File: config.mk
export PLATFORM = sky130hd
export DESIGN_NAME = pk16_alu
export DESIGN_NICKNAME = d
export VERILOG_FILES = /design/src/rtl/pk16_alu_pkg.sv /design/src/rtl/pk16_op_decode.sv /design/src/rtl/pk16_lane.sv /design/src/rtl/pk16_alu.sv
export SDC_FILE = /design/constraint.sdc
export NUM_CORES = 1
export LEC_CHECK = 0
export ABC_CLOCK_PERIOD_IN_PS = 9900
export CAP_MARGIN = 20
export CORE_ASPECT_RATIO = 1.1
export CORE_MARGIN = 2
export CORE_UTILIZATION = 30
export DETAILED_ROUTE_END_ITERATION = 16
export GPL_ROUTABILITY_DRIVEN = 0
export SETUP_SLACK_MARGIN = 0.3
export SYNTH_ARGS = -nofsm -noshare
export SYNTH_HDL_FRONTEND = slang
export SYNTH_SLANG_ARGS = --single-unit
File: constraint.sdc
create_clock -name clk -period 9.9 [get_ports clk]
set_input_delay 2.475 -clock clk [delete_from_list [all_inputs] [get_ports clk]]
set_output_delay 2.475 -clock clk [all_outputs]
set_load 0.1 [all_outputs]
File: src/rtl/pk16_alu_pkg.sv
package pk16_alu_pkg;
  localparam int OPC_W = 10;

  localparam logic [OPC_W-1:0] OPC_MAD_S = 10'h380;
  localparam logic [OPC_W-1:0] OPC_MUL_L = 10'h381;
  localparam logic [OPC_W-1:0] OPC_ADD_S = 10'h382;
  localparam logic [OPC_W-1:0] OPC_SUB_S = 10'h383;
  localparam logic [OPC_W-1:0] OPC_SHL   = 10'h384;
  localparam logic [OPC_W-1:0] OPC_SHR   = 10'h385;
  localparam logic [OPC_W-1:0] OPC_SAR   = 10'h386;
  localparam logic [OPC_W-1:0] OPC_MAX_S = 10'h387;
  localparam logic [OPC_W-1:0] OPC_MIN_S = 10'h388;
  localparam logic [OPC_W-1:0] OPC_MAD_U = 10'h389;
  localparam logic [OPC_W-1:0] OPC_ADD_U = 10'h38A;
  localparam logic [OPC_W-1:0] OPC_SUB_U = 10'h38B;
  localparam logic [OPC_W-1:0] OPC_MAX_U = 10'h38C;
  localparam logic [OPC_W-1:0] OPC_MIN_U = 10'h38D;

  typedef enum logic [3:0] {
    K_NONE, K_MAD, K_MUL, K_ADD, K_SUB, K_SHL, K_SHR, K_SAR,
    K_MAXS, K_MINS, K_MAXU, K_MINU
  } lane_kind_e;
endpackage

File: src/rtl/pk16_op_decode.sv
module pk16_op_decode
  import pk16_alu_pkg::*;
(
  input  logic [OPC_W-1:0] opcode,
  output lane_kind_e       kind,
  output logic             bad_op
);
  always_comb begin
    kind = K_NONE;
    unique case (opcode)
      OPC_MAD_S, OPC_MAD_U: kind = K_MAD;
      OPC_MUL_L:            kind = K_MUL;
      OPC_ADD_S, OPC_ADD_U: kind = K_ADD;
      OPC_SUB_S, OPC_SUB_U: kind = K_SUB;
      OPC_SHL:              kind = K_SHL;
      OPC_SHR:              kind = K_SHR;
      OPC_SAR:              kind = K_SAR;
      OPC_MAX_S:            kind = K_MAXS;
      OPC_MIN_S:            kind = K_MINS;
      OPC_MAX_U:            kind = K_MAXU;
      OPC_MIN_U:            kind = K_MINU;
      default:              kind = K_NONE;
    endcase
    bad_op = (kind == K_NONE);
  end
endmodule

File: src/rtl/pk16_lane.sv
module pk16_lane
  import pk16_alu_pkg::*;
#(
  parameter int LANE_W = 16
) (
  input  lane_kind_e        kind,
  input  logic [LANE_W-1:0] a,
  input  logic [LANE_W-1:0] b,
  input  logic [LANE_W-1:0] c,
  output logic [LANE_W-1:0] y
);
  localparam int SH_W = $clog2(LANE_W);

  logic [2*LANE_W-1:0] prod;
  logic [SH_W-1:0]     cnt;
  logic                lt_s, lt_u;

  assign prod = a * b;
  assign cnt  = a[SH_W-1:0];
  assign lt_s = $signed(a) < $signed(b);
  assign lt_u = a < b;

  always_comb begin
    unique case (kind)
      K_MAD:   y = prod[LANE_W-1:0] + c;
      K_MUL:   y = prod[LANE_W-1:0];
      K_ADD:   y = a + b;
      K_SUB:   y = a - b;
      K_SHL:   y = b << cnt;
      K_SHR:   y = b >> cnt;
      K_SAR:   y = $unsigned($signed(b) >>> cnt);
      K_MAXS:  y = lt_s ? b : a;
      K_MINS:  y = lt_s ? a : b;
      K_MAXU:  y = lt_u ? b : a;
      K_MINU:  y = lt_u ? a : b;
      default: y = '0;
    endcase
  end
endmodule

File: src/rtl/pk16_alu.sv
module pk16_alu
  import pk16_alu_pkg::*;
#(
  parameter int LANE_W  = 16,
  parameter int LANES   = 2,
  parameter bit REG_OUT = 1'b1
) (
  input  logic                    clk,
  input  logic                    rst,
  input  logic [9:0]              opcode,
  input  logic [LANES*LANE_W-1:0] src_a,
  input  logic [LANES*LANE_W-1:0] src_b,
  input  logic [LANES*LANE_W-1:0] src_c,
  output logic [LANES*LANE_W-1:0] result,
  output logic                    illegal
);
  localparam int DW   = LANES * LANE_W;
  localparam int SH_W = $clog2(LANE_W);

  lane_kind_e    kind;
  logic          bad_op;
  logic [DW-1:0] comb_y;

  pk16_op_decode u_dec (
    .opcode (opcode),
    .kind   (kind),
    .bad_op (bad_op)
  );

  for (genvar g = 0; g < LANES; g++) begin : g_lane
    logic [LANE_W-1:0] la, lb, ly;
    assign la = src_a[g*LANE_W +: LANE_W];
    assign lb = src_b[g*LANE_W +: LANE_W];

    pk16_lane #(.LANE_W(LANE_W)) u_lane (
      .kind (kind),
      .a    (la),
      .b    (lb),
      .c    (src_c[g*LANE_W +: LANE_W]),
      .y    (ly)
    );
    assign comb_y[g*LANE_W +: LANE_W] = ly;


    shift_zero_chk: assert property (@(posedge clk) disable iff (rst)
      ((kind == K_SHL || kind == K_SHR || kind == K_SAR) && la[SH_W-1:0] == '0)
        |-> ly == lb);

    max_signed_chk: assert property (@(posedge clk) disable iff (rst)
      (kind == K_MAXS) |-> ($signed(ly) >= $signed(la) && $signed(ly) >= $signed(lb)));

    min_unsigned_chk: assert property (@(posedge clk) disable iff (rst)
      (kind == K_MINU) |-> (ly <= la && ly <= lb));
  end

  if (REG_OUT) begin : g_reg
    always_ff @(posedge clk) begin
      if (rst) begin
        result  <= '0;
        illegal <= 1'b0;
      end else begin
        result  <= comb_y;
        illegal <= bad_op;
      end
    end


    reset_clear_chk: assert property (@(posedge clk)
      rst |=> (result == '0 && !illegal));

    latency_flag_chk: assert property (@(posedge clk) disable iff (rst)
      (opcode == 10'h382) |=> !illegal);
  end else begin : g_comb
    assign result  = comb_y;
    assign illegal = bad_op;
  end


  illegal_zero_chk: assert property (@(posedge clk) disable iff (rst)
    illegal |-> result == '0);
endmodule

Word level (Yosys, flattened, before mapping)

Cells that the tools add are included.
W data, S select, Z words.

Output and inout port bits: 33
Bits in latches: 0
Logic and storage cells: 60
RAM bits: 0
Memory bits (read-only): 0
Register bits after elaboration: 33
Memories: 0
Bits of input ports: 108

$add $sub $neg: 6
Multiplexer cells: 11
Bitwise operators: 0
Reduce and logical (&&, ||, !) cells: 4
Divide/modulo/power cells: 0
Multiply operators: 2
Equal/unequal tests: 25
Magnitude comparators: 4
Shift operators: 6

Operator list:

| operator               | number |
|---|---|
| $pmux W16 S11          | 2 |
| $eq A10 B10 Y1 const B | 14 |
| $mux W16               | 8 |
| $add A16 B16 Y16       | 4 |
| $lt A16 B16 Y1         | 4 |
| $pmux W4 S11           | 1 |
| $mul A16 B16 Y16       | 2 |
| $shl A16 B4 Y16        | 2 |
| $shr A16 B4 Y16        | 2 |
| $sshr A16 B4 Y16       | 2 |
| $sub A16 B16 Y16       | 2 |
| $eq A4 B3 Y1 const B   | 4 |
| $eq A4 B4 Y1 const B   | 4 |
| $eq A4 B2 Y1 const B   | 2 |
| $reduce_or A2 Y1       | 3 |
| $eq A4 B1 Y1 const B   | 1 |
| $logic_not A4 Y1       | 1 |

Longest topological paths before layout

Gate-level depths: netlist (run 1).

Depth after elaboration: 5
Gate-level depth with buffers: 31
Gate-level depth less buffers: 27

Cells and area by module

From an unflattened synthesis (run 1), not the netlist that was laid out.

Cell total of the unflattened synthesis: 2,367
Area total of the unflattened synthesis: 17,709.5 um2

By module, submodules not included:

| module                       | instances | cells an instance | area each (um2) | sequential area each (um2) |
|---|---|---|---|---|
| pk16_lane (g_lane[0].u_lane) | 1         | 1,148             | 8,461.9         | 0.0 |
| pk16_lane (g_lane[1].u_lane) | 1         | 1,131             | 8,234.1         | 0.0 |
| pk16_alu                     | 1         | 69                | 889.6           | 660.6 |
| pk16_op_decode               | 1         | 19                | 123.9           | 0.0 |

Worst setup path before layout (run 1)

Ideal clock, no wire load.

Path kind: input -> register
Start: in src_a[18]
End: reg result[31]
Setup time: 0.070 ns
Setup slack: 0.844 ns
Required time: 9.830 ns
Arrival: 8.985 ns
Stages: 27
Path buffers: 4
Cell sequence: clkbuf_1 clkbuf_1 clkbuf_1 clkbuf_1 and2_1 fa_1 fa_1 ha_1 fa_1 inv_1 fa_1 fa_1 inv_1 ha_1 nor2_1 a2111oi_0 o21a_1 o21ai_0 nor2b_1 xnor2_1 ha_1 a21o_1 a31o_2 a31oi_1 xnor3_1 o22a_1 a21oi_1

Cells in the longest elaborated chain, start to end: 3
Elaborated cells on any way between the ends: 14
Those cells by class: add/sub (3); mul (1); order compare (2); shift (3); mux (5)

RTL lines:

| item                                           | RTL line        | RTL |
|---|---|---|
| start: declaration                             | pk16_alu.sv:11  | `input logic [LANES*LANE_W-1:0] src_a,` |
| $mul A16 B16 Y16, or another cell as far along | pk16_lane.sv:18 | `assign prod = a * b;` |
| $add A16 B16 Y16, or another cell as far along | pk16_lane.sv:25 | `K_MAD: y = prod[LANE_W-1:0] + c;` |
| $pmux W16 S11 (*)                              | pk16_lane.sv:24 | `unique case (kind)` |
| end signal: assignment                         | pk16_alu.sv:62  | `result <= comb_y;` |
| end: declaration                               | pk16_alu.sv:14  | `output logic [LANES*LANE_W-1:0] result,` |

Mark *: on every way between the ends. The rest lies on a longest branch, timed or not.
A chain may end at the register's enable or synchronous reset.

Worst setup path after layout (run 1)

Start: in src_b[17]
End: reg result[31]

Cells in the longest elaborated chain, start to end: 3
Elaborated cells on any way between the ends: 14
Those cells by class: add/sub (3); mul (1); order compare (2); shift (3); mux (5)

RTL lines:

| item                                           | RTL line        | RTL |
|---|---|---|
| start: declaration                             | pk16_alu.sv:12  | `input logic [LANES*LANE_W-1:0] src_b,` |
| $mul A16 B16 Y16, or another cell as far along | pk16_lane.sv:18 |  |
| $add A16 B16 Y16, or another cell as far along | pk16_lane.sv:25 |  |
| $pmux W16 S11 (*)                              | pk16_lane.sv:24 |  |

Marked as above.

==> flow_summary.ini, run 1 <==
[synth]
synth.distinct_cells = 82
syn_avg_cell_area_sq_um = 7.45
netlist_area_sq_um = 17000
syn_nets = 2751
yosys.area_share.simple_pct = 18.4
ys_seq_area_share_pct = 3.88
yosysWarningCount = 0
synth_compound_area_share_pct = 22.6
synthFlopType = dfxtp_1
synthMuxAreaShare_pct = 5.18
synth_top_family_by_area = adder cells
synth_fa_ha_area_share_pct = 33.7
synthArstFlopShare_pct = 0
synth-seq-cells = 33
synth_edf_count = 0
netlist_instances = 2284
synth_xor_area_share_pct = 6.04

[critical_path]
crit_slowest_cell = clkdlybuf4s50_1
cp-startpoint = src_b[17]
critPathMaxFanout = 10
critPathArrivalTime_ns = 9.54
criticalPathCategory = input pin to flop
crit_path_end_kind = flop
crit_path_start_kind = input pin
slowest_delay_ns = 0.63
worstPathRequired_ns = 10.14
crit_family = adder cells
path_buf_inv = 6

[die]
die_w_um = 231
die_y_um = 254
die_area_sq_um = 58600
boundaryPins = 141
coreArea_sq_um = 56000
start_util_pct = 30.4
rows = 91

[power]
seq_power_share_pct = 2.4
swShare_pct = 56.3
irDropWorstVdd_mv = 0.315
p_leak_nw = 8.63
clkPwrFrac_pct = 3.3
power.density_nw_per_um2 = 290
p_int_mw = 2.47
p_sw_mw = 3.18
p_comb_share_pct = 94.3

[sta]
fmax_mhz = 108
setup_viol = 0
rsz0062_at_grt = no
setup_tns_ns = 0
max_slew_margin_pct = 20.4
finalCritPeriodShare_pct = 93.9
period_minus_slack_ns = 9.30
finalHoldViolCount = 0
worst_pin_slew_ns = 1.16
slew_violations = 0

[route]
drt-initial-drc-count = 1855
dr.pass1.iters = 7
drt-wirelength-per-cell_um = 21.3
viasPerCell = 5.59
drcViolationCount = 0
routed_wl_um = 66300
drtAntennaViolNets = 0
vias = 17403

[global_route]
overflow = 0
antenna_found_initial = 2
grt_first_pass_wirelength_um = 102000
grt_pass1_vias = 17734
grt_util_all_layers_pct = 22.5
grt_max_degree = 56

[clocking]
ctsHoldBuffers = 0
numCtsBuffers = 5
clockRootBuffer = clkbuf_16
clockBufferDepth = 2
clk_pin_slew_ns = 0.07
cts_resized = 0
clock_sinks = 33
cts_tree = built
htreeDepth = 2
postCtsSetupBuffers = 0

[cells_and_area]
layout_common_cells = inv_1 (317), nand2_1 (218), nor2_1 (199), ha_1 (193), fa_1 (166)
regArea_sq_um = 661
fin_area_sq_um = 19500
nFillCells = 6055
drive_above_1_share_pct = 5.24
syn_to_final_growth_pct = 14.5
fin_nets = 2831
layout_commonest_cell = inv_1
multi_input_area_sq_um = 14600

[place]
dp_hpwl_um = 53100
place.port_buffers = 140
dpl-instance-area_sq_um = 19300

[hold_path]
hold_class = input pin to flop
worstHoldStart = rst

[outcome]
outcome = finished, final reports clean

[job]
cap_violations = 0
==> synth_stat cells (24+ instances only) <==
library cell | instances | share of area (%)
nand3_1 | 26 | 0.77
inv_1 | 317 | 7.0
fa_1 | 166 | 20
and2_1 | 106 | 3.9
nand2_1 | 218 | 4.8
xor2_1 | 24 | 1.2
o21ai_0 | 131 | 3.9
a31oi_1 | 30 | 1.1
dfxtp_1 | 33 | 3.9
nor2_1 | 199 | 4.4
mux2i_1 | 55 | 3.2
a22oi_1 | 35 | 1.5
ha_1 | 193 | 14
a21oi_1 | 135 | 4.0
nor3_1 | 42 | 1.2
xnor2_1 | 88 | 4.5
clkbuf_1 | 108 | 2.4
==> metal layers <==
| layer | wire length, um | vias up | GRT usage (%) |
|---|---|---|---|
| li1 | - | 7920 | - |
| met1 | 24800 | 8315 | 26.4 |
| met2 | 31600 | 916 | 38.2 |
| met3 | 4760 | 252 | 2.75 |
| met4 | 5180 | 0 | 16.3 |
| met5 | 0 | - | 0 |
==> power by group through the flow <==
stage,clock (mW),combinational (mW),sequential [mW]
6_report,0.188,5.32,0.133
3_5_place_dp,0,5.17,0.136
4_1_cts,0.192,5.21,0.133
2_1_floorplan,0,3.72,0.139
3_3_place_gp,0,5.05,0.136
5_1_grt,0.195,5.79,0.133
==> flip-flops by register name, summed over array words and instances (netlist names) <==
register and count:
illegal 1, result 32
==> through the flow <==
step	setup WS (ns)	instances	total power, mW	hold WS (ns)	util [%]
after global routing	0.234	3110	6.12	2.76	34.8
after CTS	0.501	3109	5.54	2.74	34.7
final	0.599	3111	5.64	2.74	34.8
after global placement	0.276	3100	5.18	3.09	34.4
after detailed placement	0.182	3101	5.31	3.09	34.5
after floorplan	0.844	2284	3.86	2.55	-
==> final cells by class <==
class,instances,share of cell area (%)
diodes,2,0.0257
clock buffers,6,0.713
clock inverters,2,0.0707
inverters,319,6.15
multi-input cells,1800,75.2
flip-flops and latches,33,3.39
well taps,744,4.78
repair buffers,205,9.63
==> path summary, 6_finish.rpt <==
kind / end / slack (ns) / cells after the start
hold / removal: illegal / 2.74 / 2
setup / recovery: result[31] / 0.60 / 26
==> cell families (layout without fill, tap and decap cells) <==
kind of cell	Yosys count	in the layout
and+or+nand+nor	677	677
buffers and inverters	451	532
adders and majority gates	359	359
xor gates and xnor gates	114	114
muxes	72	72
AOI/OAI and AO/OA	578	578
DFF	33	33
other	0	2
Note: power is estimated with default switching activity, not from simulation.
==> inputs of run 2 (changes only) <==
--- a/config.mk
+++ b/config.mk
@@ -5,6 +5,7 @@
 export SDC_FILE = /design/constraint.sdc
 export NUM_CORES = 1
 export LEC_CHECK = 0
+export ABC_AREA = 1
 export ABC_CLOCK_PERIOD_IN_PS = 9900
 export CAP_MARGIN = 20
 export CORE_ASPECT_RATIO = 1.1
==> run 2 against run 1 <==
Global-route usage is 0.54 points higher; cell count is 39% higher; non-clock buffer count increased by 6; combinational power shrank 3%; clock power about the same; total power decreased by 3.1%; sequential share of layout area decreased by 0.46 points; critical endpoint is now result[30]; largest cell class unchanged; highest routed layer is now met5.
==> flow_summary.ini, run 2 <==
[outcome]
outcome = finished, final reports clean

[global_route]
grt_first_pass_wirelength_um = 123000
overflow = 0
grt_util_all_layers_pct = 23.1
grt_max_degree = 66
antenna_found_initial = 2
grt_pass1_vias = 21207

[clocking]
postCtsSetupBuffers = 0
cts_tree = built
clockBufferDepth = 2
clockRootBuffer = clkbuf_16
htreeDepth = 2
clk_pin_slew_ns = 0.07
cts_resized = 0
clock_sinks = 33
numCtsBuffers = 5
ctsHoldBuffers = 0

[route]
viasPerCell = 5.24
drtAntennaViolNets = 0
dr.pass1.iters = 7
top_layer = met5
drt-initial-drc-count = 2189
drt-wirelength-per-cell_um = 18.8
vias = 22636
drcViolationCount = 0
met2_length_um = 38200
met1_length_um = 30800
routed_wl_um = 81200
dr_wl_met3_um = 5870

[die]
die_w_um = 251
boundaryPins = 141
start_util_pct = 30.3
rows = 99
coreArea_sq_um = 66400
die_area_sq_um = 69200
die_y_um = 276

[synth]
synthArstFlopShare_pct = 0
yosysWarningCount = 0
synth_edf_count = 0
netlist_instances = 3424
synth_top_area_share_pct = 16.5
synth-seq-cells = 33
syn_avg_cell_area_sq_um = 5.88
syn_nets = 3891
ys_seq_area_share_pct = 3.28
synth_top_area_cell = fa_1
yosysMostFrequentCell = nand2_1
synthTopCellsByArea = fa_1 (17%), nand2_1 (17%), inv_1 (13%)
synthTopCellsByCount = nand2_1 (885), inv_1 (697), o21ai_0 (247), a21oi_1 (235), ha_1 (193)
synth.distinct_cells = 61
netlist_area_sq_um = 20100
synthFlopType = dfxtp_1

[sta]
setup_viol = 0
fmax_mhz = 109
period_minus_slack_ns = 9.14
slew_violations = 0
holdWs_ns = 2.84
setup_tns_ns = 0
max_slew_margin_pct = 24.5
rsz0062_at_grt = no
finalCritPeriodShare_pct = 92.4
setup_ws_ns = 0.756
worst_pin_slew_ns = 1.13
finalHoldViolCount = 0

[job]
cap_violations = 0

[cells_and_area]
regMostFlops = result
top_regs = result: 32 flops, illegal: 1 flops
largest_reg_flops = 32
syn_to_final_growth_pct = 12.0
postLayoutCoreUtil_pct = 33.9
fin_nets = 3931
layout_common_cells = nand2_1 (884), inv_1 (697), o21ai_0 (247), a21oi_1 (235), ha_1 (193)
fin_area_sq_um = 22500
antenna_cells = 0
layout.cells.non_filler = 4323
layout_commonest_cell = nand2_1
drive_above_1_share_pct = 3.78

[power]
p_comb_share_pct = 94.1
seq_power_share_pct = 2.4
finalPower_mw = 5.47
p_leak_nw = 12.5
swShare_pct = 61.0
irDropWorstVdd_mv = 0.342
p_int_mw = 2.13
power.density_nw_per_um2 = 243
p_sw_mw = 3.34
clkPwrFrac_pct = 3.4

[place]
dp_slack_ns = 0.467
place.port_buffers = 140
dp_hpwl_um = 65700
post-place-cells = 4312
dpl-instance-area_sq_um = 22300

[critical_path]
criticalPathCategory = input pin to flop
slowest_delay_ns = 0.75
crit_path_start_kind = input pin
crit_path_end_kind = flop
critPathArrivalTime_ns = 9.36
critPathMaxFanout = 8
worstPathRequired_ns = 10.11
crit_slowest_cell = clkdlybuf4s50_1
cpMostUsedCell = inv_1

[hold_path]
hold_class = input pin to flop
## run 2: critical path: cells and delay by family
family | cells | cell delay, ns
XOR/XNOR | 2 | 0.40
AO/OA/AOI/OAI | 6 | 0.89
buffers and inverters | 7 | 1.11
adder cells (fa/ha/maj) | 9 | 3.78
AND/OR/NAND/NOR | 7 | 0.70
## run 2: kinds of logic after synthesis
family	count (synthesis)	share of synthesized area [%]
flops	33	3.28
xor+xnor	75	3.26
fa+ha+maj	359	28.5
simple gates	1360	27.8
compound gates	706	19.7
mux	5	0.249
buf+inv	886	17.2
## run 2: path summary, 6_finish.rpt
path                  startpoint  slack, ns  depth (start not counted)    endpoint
worst min-delay path         rst       2.84                          2     illegal
worst max-delay path   src_b[21]       0.76                         31  result[30]
## run 2: layout make-up
class                      count  area (sq um)
multi-input combinational   2505         16000
timing repair buffer         211          1980
sequential                    33           661
fill                        7439         43900
clock buffer                   7           153
inverter                     708          2660
clock inverter                 1          5.00
tap                          858          1070
## run 2: routing by layer
metal  vias up  track usage, %
li1      10853               -
met1     10498            27.0
met2      1035            39.7
met3       246            2.81
met4         4            15.8
met5         -               0
## run 2: power groups by stage
stage          Combinational [mW]  Sequential (mW)  Clock (mW)
2_1_floorplan                3.75            0.138           0
3_3_place_gp                 5.02            0.136           0
3_5_place_dp                 5.06            0.136           0
4_1_cts                      5.09            0.133       0.190
5_1_grt                      5.80            0.133       0.195
6_report                     5.15            0.133       0.188
